File: src/rtl/apg_pkg.sv
// Package: shared sizes, register word addresses and helpers for the
// alarm-started pulse generator. Assumes TIME_W == 2 * DATA_W.
package apg_pkg;
    localparam int NCH      = 3;   // pulse channels (at most 8: event bit 7-n)
    localparam int NALM     = 2;   // alarm comparators
    localparam int TIME_W   = 64;
    localparam int DATA_W   = 32;
    localparam int IVL_W    = 32;
    localparam int PER_W    = 10;
    localparam int PSC_W    = 16;
    localparam int WID_W    = 5;
    localparam int ADDR_W   = 4;

    localparam int EV_PULSE_TOP = 7;
    localparam int EV_ALM_BASE  = 16;

    localparam logic [ADDR_W-1:0] A_CTRL   = 4'd0;
    localparam logic [ADDR_W-1:0] A_EVENT  = 4'd1;
    localparam logic [ADDR_W-1:0] A_MASK   = 4'd2;
    localparam logic [ADDR_W-1:0] A_ALM_LO = 4'd3;  // alarm a low at 3+2a
    localparam logic [ADDR_W-1:0] A_PRESC  = 4'd7;
    localparam logic [ADDR_W-1:0] A_IVL0   = 4'd8;  // interval n at 8+n
    localparam logic [ADDR_W-1:0] A_CHCTL  = 4'd11;

    localparam logic [PSC_W-1:0] PSC_RESET = 16'd2;
    localparam logic [PSC_W-1:0] PSC_MAX   = 16'hFFFE;

    typedef struct packed {
        logic             dis;
        logic             pol;
        logic [WID_W-1:0] width;
    } ch_cfg_t;

    // Set of event bits that hardware can raise.
    function automatic logic [DATA_W-1:0] ev_impl_mask();
        logic [DATA_W-1:0] m;
        m = '0;
        for (int n = 0; n < NCH; n++) m[EV_PULSE_TOP-n] = 1'b1;
        for (int a = 0; a < NALM; a++) m[EV_ALM_BASE+a] = 1'b1;
        return m;
    endfunction

    // Bring a requested prescaler into legal (even, non-zero, capped) form.
    function automatic logic [PSC_W-1:0] legal_psc(input logic [PSC_W-1:0] v);
        if (v == '0)            return PSC_RESET;
        else if (v >= PSC_MAX)  return PSC_MAX;
        else                    return v + {{(PSC_W-1){1'b0}}, v[0]};
    endfunction
endpackage

File: src/rtl/apg_alarm.sv
// Module: one 64-bit alarm comparator. A low-word write is staged and the
// full value commits with the high-word write. The alarm fires while the
// time is at or past the value, then disarms itself to all-ones.
// Assumes the time value never wraps within an armed window.
module apg_alarm
    import apg_pkg::*;
(
    input  logic              clk,
    input  logic              rst_n,
    input  logic              wr_lo,
    input  logic              wr_hi,
    input  logic [DATA_W-1:0] wdata,
    input  logic [TIME_W-1:0] time_now,
    output logic              fire,
    output logic [TIME_W-1:0] value
);
    logic [DATA_W-1:0] lo_stage;
    logic [TIME_W-1:0] alarm_q;

    // Compare: an all-ones value means disarmed.
    always_comb fire = (alarm_q != '1) && (time_now >= alarm_q);

    // Staging, commit on high write, one-shot disarm after firing.
    always_ff @(posedge clk) begin
        if (!rst_n) begin
            lo_stage <= '0;
            alarm_q  <= '1;
        end else begin
            if (wr_lo) lo_stage <= wdata;
            if (wr_hi)     alarm_q <= {wdata, lo_stage};
            else if (fire) alarm_q <= '1;
        end
    end

    assign value = alarm_q;

    a_r9_one_shot: assert property (@(posedge clk) disable iff (!rst_n)
        (fire && !wr_hi) |=> (value == '1));
endmodule

File: src/rtl/apg_channel.sv
// Module: one interval channel. A down-counter steps by the clock period.
// When the remaining count is below one period, the channel emits a pulse
// and reloads. The pulse is stretched for width x prescaler clocks.
// Assumes the prescaler input is already legal (even, >= 2).
module apg_channel
    import apg_pkg::*;
(
    input  logic             clk,
    input  logic             rst_n,
    input  logic             run,
    input  logic [IVL_W-1:0] interval,
    input  logic [PER_W-1:0] period,
    input  logic [PSC_W-1:0] prescale,
    input  ch_cfg_t          cfg,
    output logic             fire,
    output logic             pulse
);
    localparam logic [PSC_W-1:0] PSC_ONE = PSC_W'(1);
    localparam logic [WID_W-1:0] WID_ONE = WID_W'(1);

    logic [IVL_W-1:0] cnt;
    logic [IVL_W-1:0] step;
    logic             idle;
    logic             terminal;
    logic             active;
    logic [WID_W-1:0] wcnt;
    logic [PSC_W-1:0] pcnt;

    // Terminal decode and fire qualification.
    always_comb begin
        step     = {{(IVL_W-PER_W){1'b0}}, period};
        idle     = &interval;
        terminal = cnt < step;
        fire     = run && !cfg.dis && !idle && terminal;
    end

    // Interval counter: held at reload while stopped, else step down.
    always_ff @(posedge clk) begin
        if (!rst_n)                          cnt <= '1;
        else if (cfg.dis || idle || !run)    cnt <= interval;
        else if (terminal)                   cnt <= interval;
        else                                 cnt <= cnt - step;
    end

    // Pulse stretcher in units of prescaled output-clock cycles.
    always_ff @(posedge clk) begin
        if (!rst_n) begin
            active <= 1'b0;
            wcnt   <= '0;
            pcnt   <= '0;
        end else if (cfg.dis) begin
            active <= 1'b0;
            wcnt   <= '0;
            pcnt   <= '0;
        end else if (fire) begin
            active <= (cfg.width != '0);
            wcnt   <= cfg.width;
            pcnt   <= '0;
        end else if (active) begin
            if (pcnt == prescale - PSC_ONE) begin
                pcnt <= '0;
                wcnt <= wcnt - WID_ONE;
                if (wcnt == WID_ONE) active <= 1'b0;
            end else begin
                pcnt <= pcnt + PSC_ONE;
            end
        end
    end

    // Output: disable gates at once, polarity selects the active level.
    always_comb pulse = (active && !cfg.dis) ^ cfg.pol;

    a_r7_dis_ends: assert property (@(posedge clk) disable iff (!rst_n)
        cfg.dis |=> !active);
    a_r3_reload: assert property (@(posedge clk) disable iff (!rst_n)
        fire |=> (cnt == $past(interval)));
    a_r4_zero_width: assert property (@(posedge clk) disable iff (!rst_n)
        (fire && cfg.width == '0) |=> !active);
endmodule

File: src/rtl/apg_regs.sv
// Module: register file. Holds control, event, mask, prescaler, interval
// and channel control registers, plus the start-release flag. Provides the
// combinational readback mux and the interrupt. Assumes single-word writes.
module apg_regs
    import apg_pkg::*;
(
    input  logic              clk,
    input  logic              rst_n,
    input  logic              wr_en,
    input  logic [ADDR_W-1:0] wr_addr,
    input  logic [DATA_W-1:0] wr_data,
    input  logic [ADDR_W-1:0] rd_addr,
    input  logic [NALM-1:0]   alm_fire,
    input  logic [TIME_W-1:0] alm_val [NALM],
    input  logic [NCH-1:0]    ch_fire,
    output logic [NALM-1:0]   alm_wr_lo,
    output logic [NALM-1:0]   alm_wr_hi,
    output logic [DATA_W-1:0] rd_data,
    output logic              irq,
    output logic              run,
    output logic [PSC_W-1:0]  prescale,
    output logic [IVL_W-1:0]  interval [NCH],
    output ch_cfg_t           cfg [NCH]
);
    localparam logic [DATA_W-1:0] EV_IMPL = ev_impl_mask();

    logic              sync_q;
    logic              released;
    logic [DATA_W-1:0] event_q;
    logic [DATA_W-1:0] mask_q;
    logic [DATA_W-1:0] ev_set;
    logic [DATA_W-1:0] ev_clr;
    logic              wr_ctrl, wr_event, wr_mask, wr_presc, wr_chctl;

    // Write strobe decode.
    always_comb begin
        wr_ctrl  = wr_en && (wr_addr == A_CTRL);
        wr_event = wr_en && (wr_addr == A_EVENT);
        wr_mask  = wr_en && (wr_addr == A_MASK);
        wr_presc = wr_en && (wr_addr == A_PRESC);
        wr_chctl = wr_en && (wr_addr == A_CHCTL);
    end

    // Alarm strobes: alarm a occupies words 3+2a (low) and 4+2a (high).
    for (genvar a = 0; a < NALM; a++) begin : g_alm_dec
        localparam logic [ADDR_W-1:0] LO = A_ALM_LO + ADDR_W'(2 * a);
        assign alm_wr_lo[a] = wr_en && (wr_addr == LO);
        assign alm_wr_hi[a] = wr_en && (wr_addr == LO + ADDR_W'(1));
    end

    // Event set and clear vectors.
    always_comb begin
        ev_set = '0;
        for (int n = 0; n < NCH; n++) ev_set[EV_PULSE_TOP-n] = ch_fire[n];
        for (int a = 0; a < NALM; a++) ev_set[EV_ALM_BASE+a] = alm_fire[a];
        ev_clr = wr_event ? (wr_data & EV_IMPL) : '0;
    end

    // Control, release flag, event, mask and prescaler registers.
    always_ff @(posedge clk) begin
        if (!rst_n) begin
            sync_q   <= 1'b0;
            released <= 1'b0;
            event_q  <= '0;
            mask_q   <= '0;
            prescale <= PSC_RESET;
        end else begin
            if (wr_ctrl) begin
                sync_q   <= wr_data[0];
                released <= 1'b0;
            end else if (alm_fire[0]) begin
                released <= 1'b1;
            end
            event_q <= (event_q & ~ev_clr) | ev_set;
            if (wr_mask)  mask_q   <= wr_data & EV_IMPL;
            if (wr_presc) prescale <= legal_psc(wr_data[PSC_W-1:0]);
        end
    end

    // Interval and per-channel control bytes.
    for (genvar n = 0; n < NCH; n++) begin : g_ch_regs
        localparam logic [ADDR_W-1:0] IA = A_IVL0 + ADDR_W'(n);
        always_ff @(posedge clk) begin
            if (!rst_n) begin
                interval[n] <= '1;
                cfg[n]      <= '{dis: 1'b1, pol: 1'b0, width: '0};
            end else begin
                if (wr_en && wr_addr == IA) interval[n] <= wr_data[IVL_W-1:0];
                if (wr_chctl) begin
                    cfg[n].width <= wr_data[8*n +: WID_W];
                    cfg[n].pol   <= wr_data[8*n + 6];
                    cfg[n].dis   <= wr_data[8*n + 7];
                end
            end
        end
    end

    // Counter gate and interrupt.
    always_comb begin
        run = !sync_q || released;
        irq = |(event_q & mask_q);
    end

    // Combinational readback.
    always_comb begin
        rd_data = '0;
        if (rd_addr == A_CTRL)       rd_data[0] = sync_q;
        else if (rd_addr == A_EVENT) rd_data = event_q;
        else if (rd_addr == A_MASK)  rd_data = mask_q;
        else if (rd_addr == A_PRESC) rd_data[PSC_W-1:0] = prescale;
        else if (rd_addr == A_CHCTL) begin
            for (int n = 0; n < NCH; n++)
                rd_data[8*n +: 8] = {cfg[n].dis, cfg[n].pol, 1'b0, cfg[n].width};
        end else begin
            for (int a = 0; a < NALM; a++) begin
                if (rd_addr == A_ALM_LO + ADDR_W'(2 * a))
                    rd_data = alm_val[a][DATA_W-1:0];
                if (rd_addr == A_ALM_LO + ADDR_W'(2 * a + 1))
                    rd_data = alm_val[a][TIME_W-1:DATA_W];
            end
            for (int n = 0; n < NCH; n++)
                if (rd_addr == A_IVL0 + ADDR_W'(n)) rd_data = interval[n];
        end
    end

    a_r11_w1c_alarm: assert property (@(posedge clk) disable iff (!rst_n)
        (wr_event && wr_data[EV_ALM_BASE] && !alm_fire[0]) |=> !event_q[EV_ALM_BASE]);
    a_r10_ctrl_rearm: assert property (@(posedge clk) disable iff (!rst_n)
        (wr_ctrl && wr_data[0]) |=> !run);
endmodule

File: src/rtl/alarm_pulse_gen.sv
// Module: top of the alarm-started pulse generator. Ties the register
// file to two alarm comparators and the interval channels.
// Assumes time_now advances by clk_period per clock when running.
module alarm_pulse_gen
    import apg_pkg::*;
(
    input  logic              clk,
    input  logic              rst_n,
    input  logic [TIME_W-1:0] time_now,
    input  logic [PER_W-1:0]  clk_period,
    input  logic              reg_wr,
    input  logic [ADDR_W-1:0] reg_addr,
    input  logic [DATA_W-1:0] reg_wdata,
    input  logic [ADDR_W-1:0] reg_raddr,
    output logic [DATA_W-1:0] reg_rdata,
    output logic [NCH-1:0]    pulse_out,
    output logic              irq
);
    logic [NALM-1:0]   alm_fire, alm_wr_lo, alm_wr_hi;
    logic [TIME_W-1:0] alm_val [NALM];
    logic [NCH-1:0]    ch_fire;
    logic              run;
    logic [PSC_W-1:0]  prescale;
    logic [IVL_W-1:0]  interval [NCH];
    ch_cfg_t           cfg [NCH];

    apg_regs u_regs (
        .clk(clk), .rst_n(rst_n),
        .wr_en(reg_wr), .wr_addr(reg_addr), .wr_data(reg_wdata),
        .rd_addr(reg_raddr),
        .alm_fire(alm_fire), .alm_val(alm_val), .ch_fire(ch_fire),
        .alm_wr_lo(alm_wr_lo), .alm_wr_hi(alm_wr_hi),
        .rd_data(reg_rdata), .irq(irq), .run(run),
        .prescale(prescale), .interval(interval), .cfg(cfg)
    );

    for (genvar a = 0; a < NALM; a++) begin : g_alarm
        apg_alarm u_alarm (
            .clk(clk), .rst_n(rst_n),
            .wr_lo(alm_wr_lo[a]), .wr_hi(alm_wr_hi[a]), .wdata(reg_wdata),
            .time_now(time_now),
            .fire(alm_fire[a]), .value(alm_val[a])
        );
    end

    for (genvar n = 0; n < NCH; n++) begin : g_chan
        apg_channel u_chan (
            .clk(clk), .rst_n(rst_n), .run(run),
            .interval(interval[n]), .period(clk_period), .prescale(prescale),
            .cfg(cfg[n]), .fire(ch_fire[n]), .pulse(pulse_out[n])
        );
    end
endmodule

File: config.mk
export PLATFORM = sky130hd
export DESIGN_NAME = alarm_pulse_gen
export DESIGN_NICKNAME = d
export VERILOG_FILES = /design/src/rtl/apg_pkg.sv /design/src/rtl/apg_alarm.sv /design/src/rtl/apg_channel.sv /design/src/rtl/apg_regs.sv /design/src/rtl/alarm_pulse_gen.sv
export SDC_FILE = /design/constraint.sdc
export NUM_CORES = 2
export LEC_CHECK = 0
export BUFFER_PORTS_ARGS = -buffer_cell sky130_fd_sc_hd__buf_2
export CORE_AREA = 2 2 227 229
export DETAILED_ROUTE_END_ITERATION = 8
export DIE_AREA = 0 0 229 231
export PLACE_DENSITY = 0.75
export SLEW_MARGIN = 20
export SYNTH_ARGS = -nofsm -noshare
export SYNTH_HDL_FRONTEND = slang
export SYNTH_SLANG_ARGS = --single-unit
File: constraint.sdc
create_clock -name clk -period 3.4 [get_ports clk]
set_input_delay 0.68 -clock clk [delete_from_list [all_inputs] [get_ports clk]]
set_output_delay 0.68 -clock clk [all_outputs]
set_load 0.01 [all_outputs]
After elaboration in Yosys (flattened, before gate mapping)

Index checks and enable logic that the tools add are counted.

Multiplexer cells: 52
Divide/modulo/power cells: 0
$lt $le $gt $ge: 6
Add/subtract/negate cells: 11
Equality and inequality tests: 30
Multipliers: 0
Shift-type cells: 0
Reduce and logical (&&, ||, !) cells: 69
Bitwise gates (word level): 8

Operators with widths:

| operator                                                              | number |
|---|---|
| 32-bit 2-to-1 mux                                                     | 15 |
| 64-bit 2-to-1 mux                                                     | 4 |
| 64-bit greater-or-equal comparator                                    | 2 |
| 64-bit inequality test, second input constant                         | 2 |
| 16-bit 2-to-1 mux                                                     | 7 |
| 32-bit by 10-bit < comparator with 1-bit output                       | 3 |
| 32-bit AND reduction                                                  | 3 |
| 32-bit by 10-bit subtractor with 32-bit output                        | 3 |
| 16-bit by 1-bit adder with 16-bit output, second input constant       | 3 |
| 16-bit equality test                                                  | 3 |
| 5-bit 2-to-1 mux                                                      | 9 |
| 32-bit by 18-bit AND with 32-bit output                               | 1 |
| 32-bit AND                                                            | 1 |
| 4-bit by 3-bit equality test with 1-bit output, second input constant | 8 |
| 4-bit equality test, second input constant                            | 8 |
| 32-bit NOT                                                            | 1 |
| 32-bit by 18-bit OR with 32-bit output                                | 1 |
| 32-bit OR reduction                                                   | 1 |
| 31-bit 2-to-1 mux                                                     | 1 |
| 1-bit logical AND                                                     | 26 |
| 24-bit 2-to-1 mux                                                     | 1 |
| 18-bit 2-to-1 mux                                                     | 1 |
| 16-bit by 1-bit adder with 16-bit output                              | 1 |
| 4-bit by 2-bit equality test with 1-bit output, second input constant | 4 |
| 18 further kinds                                                      | 67 |

RAM bits: 0
Memories: 0
Register bits: 526
Latch bits: 0
Output and inout port bits: 36
ROM bits: 0

Logic depth before layout (Yosys ltp)

Depth after elaboration: 13
Mapped depth: 14

Hierarchy

Synthesis repeated with hierarchy kept, for this count alone.

Cells, all modules: 3771
Area total of the unflattened synthesis: 30715.7 um^2

Modules (own cells, without submodules):

| module                             | area each (um^2) | instances | cells each |
|---|---|---|---|
| apg_regs                           | 8438.1           | 1         | 1165 |
| apg_channel (g_chan[0].u_chan ...) | 3712.3           | 2         | 455 |
| apg_alarm (g_alarm[0].u_alarm)     | 5773.0           | 1         | 569 |
| apg_alarm (g_alarm[1].u_alarm)     | 5260.0           | 1         | 637 |
| apg_channel (g_chan[2].u_chan)     | 3819.9           | 1         | 490 |

Worst setup path before layout

OpenSTA, ideal clock, no wires.

Path type: register to register
Start: register u_regs.prescale[1]
End: register g_chan[0].u_chan.pcnt[10]
Path buffers: 4
Period minus slack after synthesis: 3567 ps
Arrival: 3450 ps
Cell stages (with the launch flop): 14
Path slack: -167 ps
Setup time: 117 ps
Cells stage by stage: dfxtp_1 -> clkbuf_1 -> inv_1 -> ha_1 -> clkbuf_1 -> or4b_1 -> clkbuf_1 -> a32o_1 -> or4_1 -> nor4_1 -> nand3_1 -> nand3_1 -> buf_2 -> nor2_1

Word-level cells in the longest chain between the ends: 3

RTL lines:

| element                                       | line              | text |
|---|---|---|
| start, declared                               | apg_regs.sv:21    | `output logic [PSC_W-1:0] prescale,` |
| start signal, assigned                        | apg_regs.sv:76    | `if (wr_presc) prescale <= legal_psc(wr_data[PSC_W-1:0]);` |
| 16-bit by 1-bit subtractor with 16-bit output | apg_channel.sv:60 | `if (pcnt == prescale - PSC_ONE) begin` |
| 16-bit equality test                          | apg_channel.sv:60 |  |
| 16-bit 2-to-1 mux                             | apg_channel.sv:60 |  |
| end signal, assigned                          | apg_channel.sv:65 | `pcnt <= pcnt + PSC_ONE;` |
| end, declared                                 | apg_channel.sv:27 | `logic [PSC_W-1:0] pcnt;` |

Every way passes these cells.
A chain may end at the register's enable or synchronous reset.

Final worst setup path

Start: input port reg_raddr[3]
End: output port reg_rdata[9]

Word-level cells in the longest chain between the ends: 13
Elaborated cells on any way between the ends: 24
Those cells by class: eq/ne (11); mux (12); reduce/logical (1)

RTL lines:

| element                                        | line                  | text |
|---|---|---|
| start, declared                                | alarm_pulse_gen.sv:14 | `input logic [ADDR_W-1:0] reg_raddr,` |
| 4-bit by 2-bit equality test with 1-bit output | apg_regs.sv:116       | `if (rd_addr == A_ALM_LO + ADDR_W'(2 * a))` |
| 32-bit 2-to-1 mux                              | apg_regs.sv:116       |  |
| 32-bit 2-to-1 mux                              | apg_regs.sv:118       | `if (rd_addr == A_ALM_LO + ADDR_W'(2 * a + 1))` |
| 32-bit 2-to-1 mux                              | apg_regs.sv:116       |  |
| 32-bit 2-to-1 mux                              | apg_regs.sv:118       |  |
| 32-bit 2-to-1 mux (3 in a row)                 | apg_regs.sv:122       | `if (rd_addr == A_IVL0 + ADDR_W'(n)) rd_data = interval[n];` |
| 24-bit 2-to-1 mux                              | apg_regs.sv:111       | `else if (rd_addr == A_CHCTL) begin` |
| 16-bit 2-to-1 mux                              | apg_regs.sv:110       | `else if (rd_addr == A_PRESC) rd_data[PSC_W-1:0] = prescale;` |
| 32-bit 2-to-1 mux                              | apg_regs.sv:109       | `else if (rd_addr == A_MASK) rd_data = mask_q;` |
| 32-bit 2-to-1 mux                              | apg_regs.sv:108       | `else if (rd_addr == A_EVENT) rd_data = event_q;` |
| 31-bit 2-to-1 mux (*)                          | apg_regs.sv:107       | `if (rd_addr == A_CTRL) rd_data[0] = sync_q;` |
| end, declared                                  | alarm_pulse_gen.sv:15 | `output logic [DATA_W-1:0] reg_rdata,` |

Every way passes the cells marked *; elsewhere a longest branch is shown, timed or not.

==> reports/results.txt <==
The flow ran to the end, and the final reports show no timing, DRC or antenna violations. The standard cell core area was 50700 um2. The signed area change from the synthesized netlist to the final layout works out to 15.4%.

Hold repair after CTS inserted 0 buffers. The worst path uses 98.8% of the clock period. Final RePlAce weighted congestion: 1.05.

Setup repair after global routing left no endpoint under its margin. Entering global routing, the biggest net connects 195 pins. Counting cells, the worst reg-to-reg path comes to 9. STA puts the critical path data required time at 2720 ps. Along the worst path, the maximum fanout reaches 6.

Across the routed clock network, the largest skew measured is 18.3 ps. Final hold analysis gives a worst-case slack of 409 ps. The number of different library cells in the post-synthesis netlist is 84, and the global route total overflow is 0.

The nature of the critical path endpoint is an output pin. The maximum level of the CTS H-tree was 2; the total number of vias was 27400. The root buffer cell is sky130_fd_sc_hd__clkbuf_16. No sink is reached through more buffers than the 3 on the longest clock path. The post-detailed-route via-to-cell ratio was 6.36. The final critical-path required period is 3360 ps, and the CTS sink count is 498. In the final routed layout, each cell accounts on average for 23.5 um. The die is 231 um tall.

The multi-input combinational cells in the finished layout cover a total of 16000 um2. The worst setup path is of the input pin to output pin kind. For the worst-skew pair, the clock arrives at the later sink with an insertion delay of 640 ps. The synthesized netlist occupies a cell area of 27400 um2. The run gives 3409 as the post-synthesis instance total. The cell row count was 83; the share of flip-flops with an asynchronous set or reset after synthesis was 0%. The path type of the worst min-delay path is input pin to register. After layout, the worst setup slack is 39.8 ps.

Ranked by total cell area, the synthesized netlist is headed by sky130_fd_sc_hd__dfxtp_1 (36%), sky130_fd_sc_hd__ha_1 (7.8%), sky130_fd_sc_hd__nand2_1 (7.7%), sky130_fd_sc_hd__o22a_1 (4.2%), sky130_fd_sc_hd__a21oi_1 (4.1%). Across the VDD grid, the largest voltage drop is 440 uV. In the routed design, unresolved DRC markers number 0. Setup violations remaining at the end of the flow were counted as 0.

Including well taps, the total number of placed cells is 4214. After synthesis, the mean cell area works out to 8.03 um2. The startpoint identified for the worst register-to-register timing path is g_chan[0].u_chan.cnt[22]. For this design the ratio of total power to cell area is 425 nW/um2. The most frequently used flop master after synthesis was sky130_fd_sc_hd__dfxtp_1. The via count of the first global-routing pass was 26000.

Yosys mapped a number of flops with a built-in enable equal to 0. The cell with the most instances after synthesis is sky130_fd_sc_hd__nand2_1. Fill cells in the final layout number 4585. From left edge to right edge, the die measures 229 um. Sequential elements use 36.4% of the synthesized area.

The headroom to the max-slew limit is 37.9%. Summed over all cells, the static leakage comes to 14.3 nW. The count of cells in the finished layout, fillers not included, comes to 4315. The most critical setup path has its endpoint at reg_rdata[9]. The count of yosys warnings during synthesis is 0. Number of port buffers: 152. The transition time at the pin with the least slew margin came out at 927 ps.

Before CTS, the worst setup slack after placement is -242 ps. The endpoint arrival time on the critical path is 2680 ps, and the footprint of the flip-flops and latches is 9970 um2. Final count of hold timing violations: 0. The number of antenna violations at the first check in global routing came out at 6. The first global-routing pass estimated 154000 um of wire.

The count of maximum capacitance violations came out at 0. The number of register bits inferred by synthesis came out at 498. The aggregate negative setup slack is 0 ps. The endpoint identified for the worst register-to-register timing path is g_chan[0].u_chan.wcnt[4].

The floorplan step defined a die boundary enclosing 52900 um2. Cells with a size suffix above 1 make up 13.1% of the layout. In this run the worst setup path begins at reg_raddr[3]. The count of final max-slew check failures was 0; the total global routing track utilization was 37.6%. The logs give 298 MHz for the fmax and 90 ps for the setup slack on the worst flop-to-flop path. The sum of net half-perimeters after detailed placement is 73800 um.

After clock tree synthesis, the clock-pin slew on the worst setup and hold paths is 60 ps. The antenna violation net count after detailed routing came out at 0. The total number of nets in the final design is 3882, and the area fraction of the dominant cell type after synthesis is 36.4%. TritonCTS built the clock tree. The tools report the post-detailed-routing wire length as 101000 um. The number of top-level pins came out at 153. The detailed router finished its first iteration with 3546 violations. The tools report the number of optimization iterations in the first detailed-route pass as 9.

Ranked by instance count, the synthesized netlist is headed by sky130_fd_sc_hd__nand2_1 (562), sky130_fd_sc_hd__dfxtp_1 (498), sky130_fd_sc_hd__a21oi_1 (227). The post-synthesis net count came out at 3700. The worst setup path is launched from an input pin. Of all cell types, the one taking the most synthesized area is sky130_fd_sc_hd__dfxtp_1.

TritonCTS created 54 clock buffers. The tools report the initial core utilization as 54.0%.
[worst max-delay path, cell delays in order]
cell and delay [ps]:
sky130_fd_sc_hd__buf_2 150, sky130_fd_sc_hd__nand2b_1 220, sky130_fd_sc_hd__buf_4 190, sky130_fd_sc_hd__nor2_2 180
sky130_fd_sc_hd__nand2_1 100, sky130_fd_sc_hd__a41oi_1 320, sky130_fd_sc_hd__a21oi_1 110, sky130_fd_sc_hd__a21oi_1 160
sky130_fd_sc_hd__a21oi_1 80, sky130_fd_sc_hd__a21oi_1 290, sky130_fd_sc_hd__buf_2 200
[routing by layer]
layer / up-vias / share of wire (%) / GRT usage, %
li1: 12600 / - / -
met1: 12900 / 38 / 47.1
met2: 1610 / 44 / 59.3
met3: 398 / 11 / 7.58
met4: 2 / 7.0 / 23.7
met5: - / 0.012 / 0
[sequential cells by signal, indices dropped and copies added, names as in the netlist]
signal and flops:
g_alarm.u_alarm.lo_stage 64, g_alarm.u_alarm.value 128, g_chan.u_chan.active 3, g_chan.u_chan.cnt 96, g_chan.u_chan.pcnt 48, g_chan.u_chan.wcnt 15, u_regs.cfg 21, u_regs.event_q 5
u_regs.interval 96, u_regs.mask_q 5, u_regs.prescale 15, u_regs.released 1, u_regs.sync_q 1
[worst min path at each step]
stage                                               start                               to  slack, ps  cells after the start
after floorplan            g_alarm[0].u_alarm.lo_stage[0]      g_alarm[0].u_alarm.value[0]        440                      1
after global placement    g_alarm[1].u_alarm.lo_stage[19]     g_alarm[1].u_alarm.value[19]        440                      1
after detailed placement  g_alarm[0].u_alarm.lo_stage[12]     g_alarm[0].u_alarm.value[12]        450                      1
after CTS                                   reg_wdata[18]  g_alarm[0].u_alarm.lo_stage[18]        400                      3
after global routing                        reg_wdata[21]  g_alarm[0].u_alarm.lo_stage[21]        410                      3
final                                       reg_wdata[27]  g_alarm[1].u_alarm.lo_stage[27]        410                      3
[repair_timing]
item | in CTS | in global routing
resized for setup | 1 | 8
buffers inserted | 0 | 1
pin swaps | 0 | 1
hold endpoints to repair | 0 | 0
setup endpoints to repair | 1 | 14
[power by group]
| part | internal [mW] | switching [mW] | total, mW | leakage [nW] |
|---|---|---|---|---|
| sequential | 5.93 | 0.114 | 6.04 | 4.04 |
| combinational | 0.560 | 0.985 | 1.55 | 9.40 |
| clock | 3.35 | 2.51 | 5.85 | 0.840 |
| total | 9.84 | 3.61 | 13.4 | 14.3 |
[layout by cell type (no fill, tap or decap), types with 14 or more instances in the layout]
cell type                     n
sky130_fd_sc_hd__clkbuf_1    14
sky130_fd_sc_hd__buf_2      151
sky130_fd_sc_hd__nand4_1    121
sky130_fd_sc_hd__dfxtp_1    498
sky130_fd_sc_hd__inv_1      182
sky130_fd_sc_hd__o22a_1     130
sky130_fd_sc_hd__nand2_1    561
sky130_fd_sc_hd__or3_1       19
sky130_fd_sc_hd__nor3_1      73
sky130_fd_sc_hd__xnor2_1     75
sky130_fd_sc_hd__a22oi_1     70
sky130_fd_sc_hd__buf_4      184
sky130_fd_sc_hd__nor2b_1     25
sky130_fd_sc_hd__a211oi_1    26
sky130_fd_sc_hd__a21o_1      27
sky130_fd_sc_hd__nor2_1     186
sky130_fd_sc_hd__a21oi_1    226
sky130_fd_sc_hd__and3_1      23
sky130_fd_sc_hd__ha_1       171
sky130_fd_sc_hd__nand3_1    176
sky130_fd_sc_hd__o21a_1      17
sky130_fd_sc_hd__a222oi_1    17
sky130_fd_sc_hd__xor2_1      92
sky130_fd_sc_hd__nor4_1      43
sky130_fd_sc_hd__clkbuf_16   54
sky130_fd_sc_hd__mux2i_1     17
sky130_fd_sc_hd__o211ai_1    68
sky130_fd_sc_hd__o21ai_0     90
sky130_fd_sc_hd__nand2b_1    37
[area by class of cell]
cell class	count	share of cell area [%]
flip-flops and latches	498	31.6
diodes	6	0.0475
well taps	680	2.69
repair buffers	346	7.40
clock buffers	81	5.01
inverters	183	2.18
clock inverters	13	0.447
multi-input cells	2508	50.7
[logic make-up after synthesis]
logic type / Yosys count / synth area share (%)
compound gates: 796 / 20.0
xor+xnor: 176 / 6.08
fa+ha+maj: 174 / 8.03
buf+inv: 403 / 5.66
flops: 498 / 36.4
mux: 18 / 0.663
simple gates: 1344 / 23.1
[per-stage QoR]
step / utilization, % / power (mW) / cell area, um2
finish: 62.3 / 13.4 / 31600
global route: 62.3 / 13.8 / 31600
CTS: 62.2 / 13.4 / 31500
detailed placement: 58.8 / 7.64 / 29800
global placement: 58.8 / 7.63 / 29800
floorplan: - / 6.98 / 27400
Power figures use the tool's default switching activity.
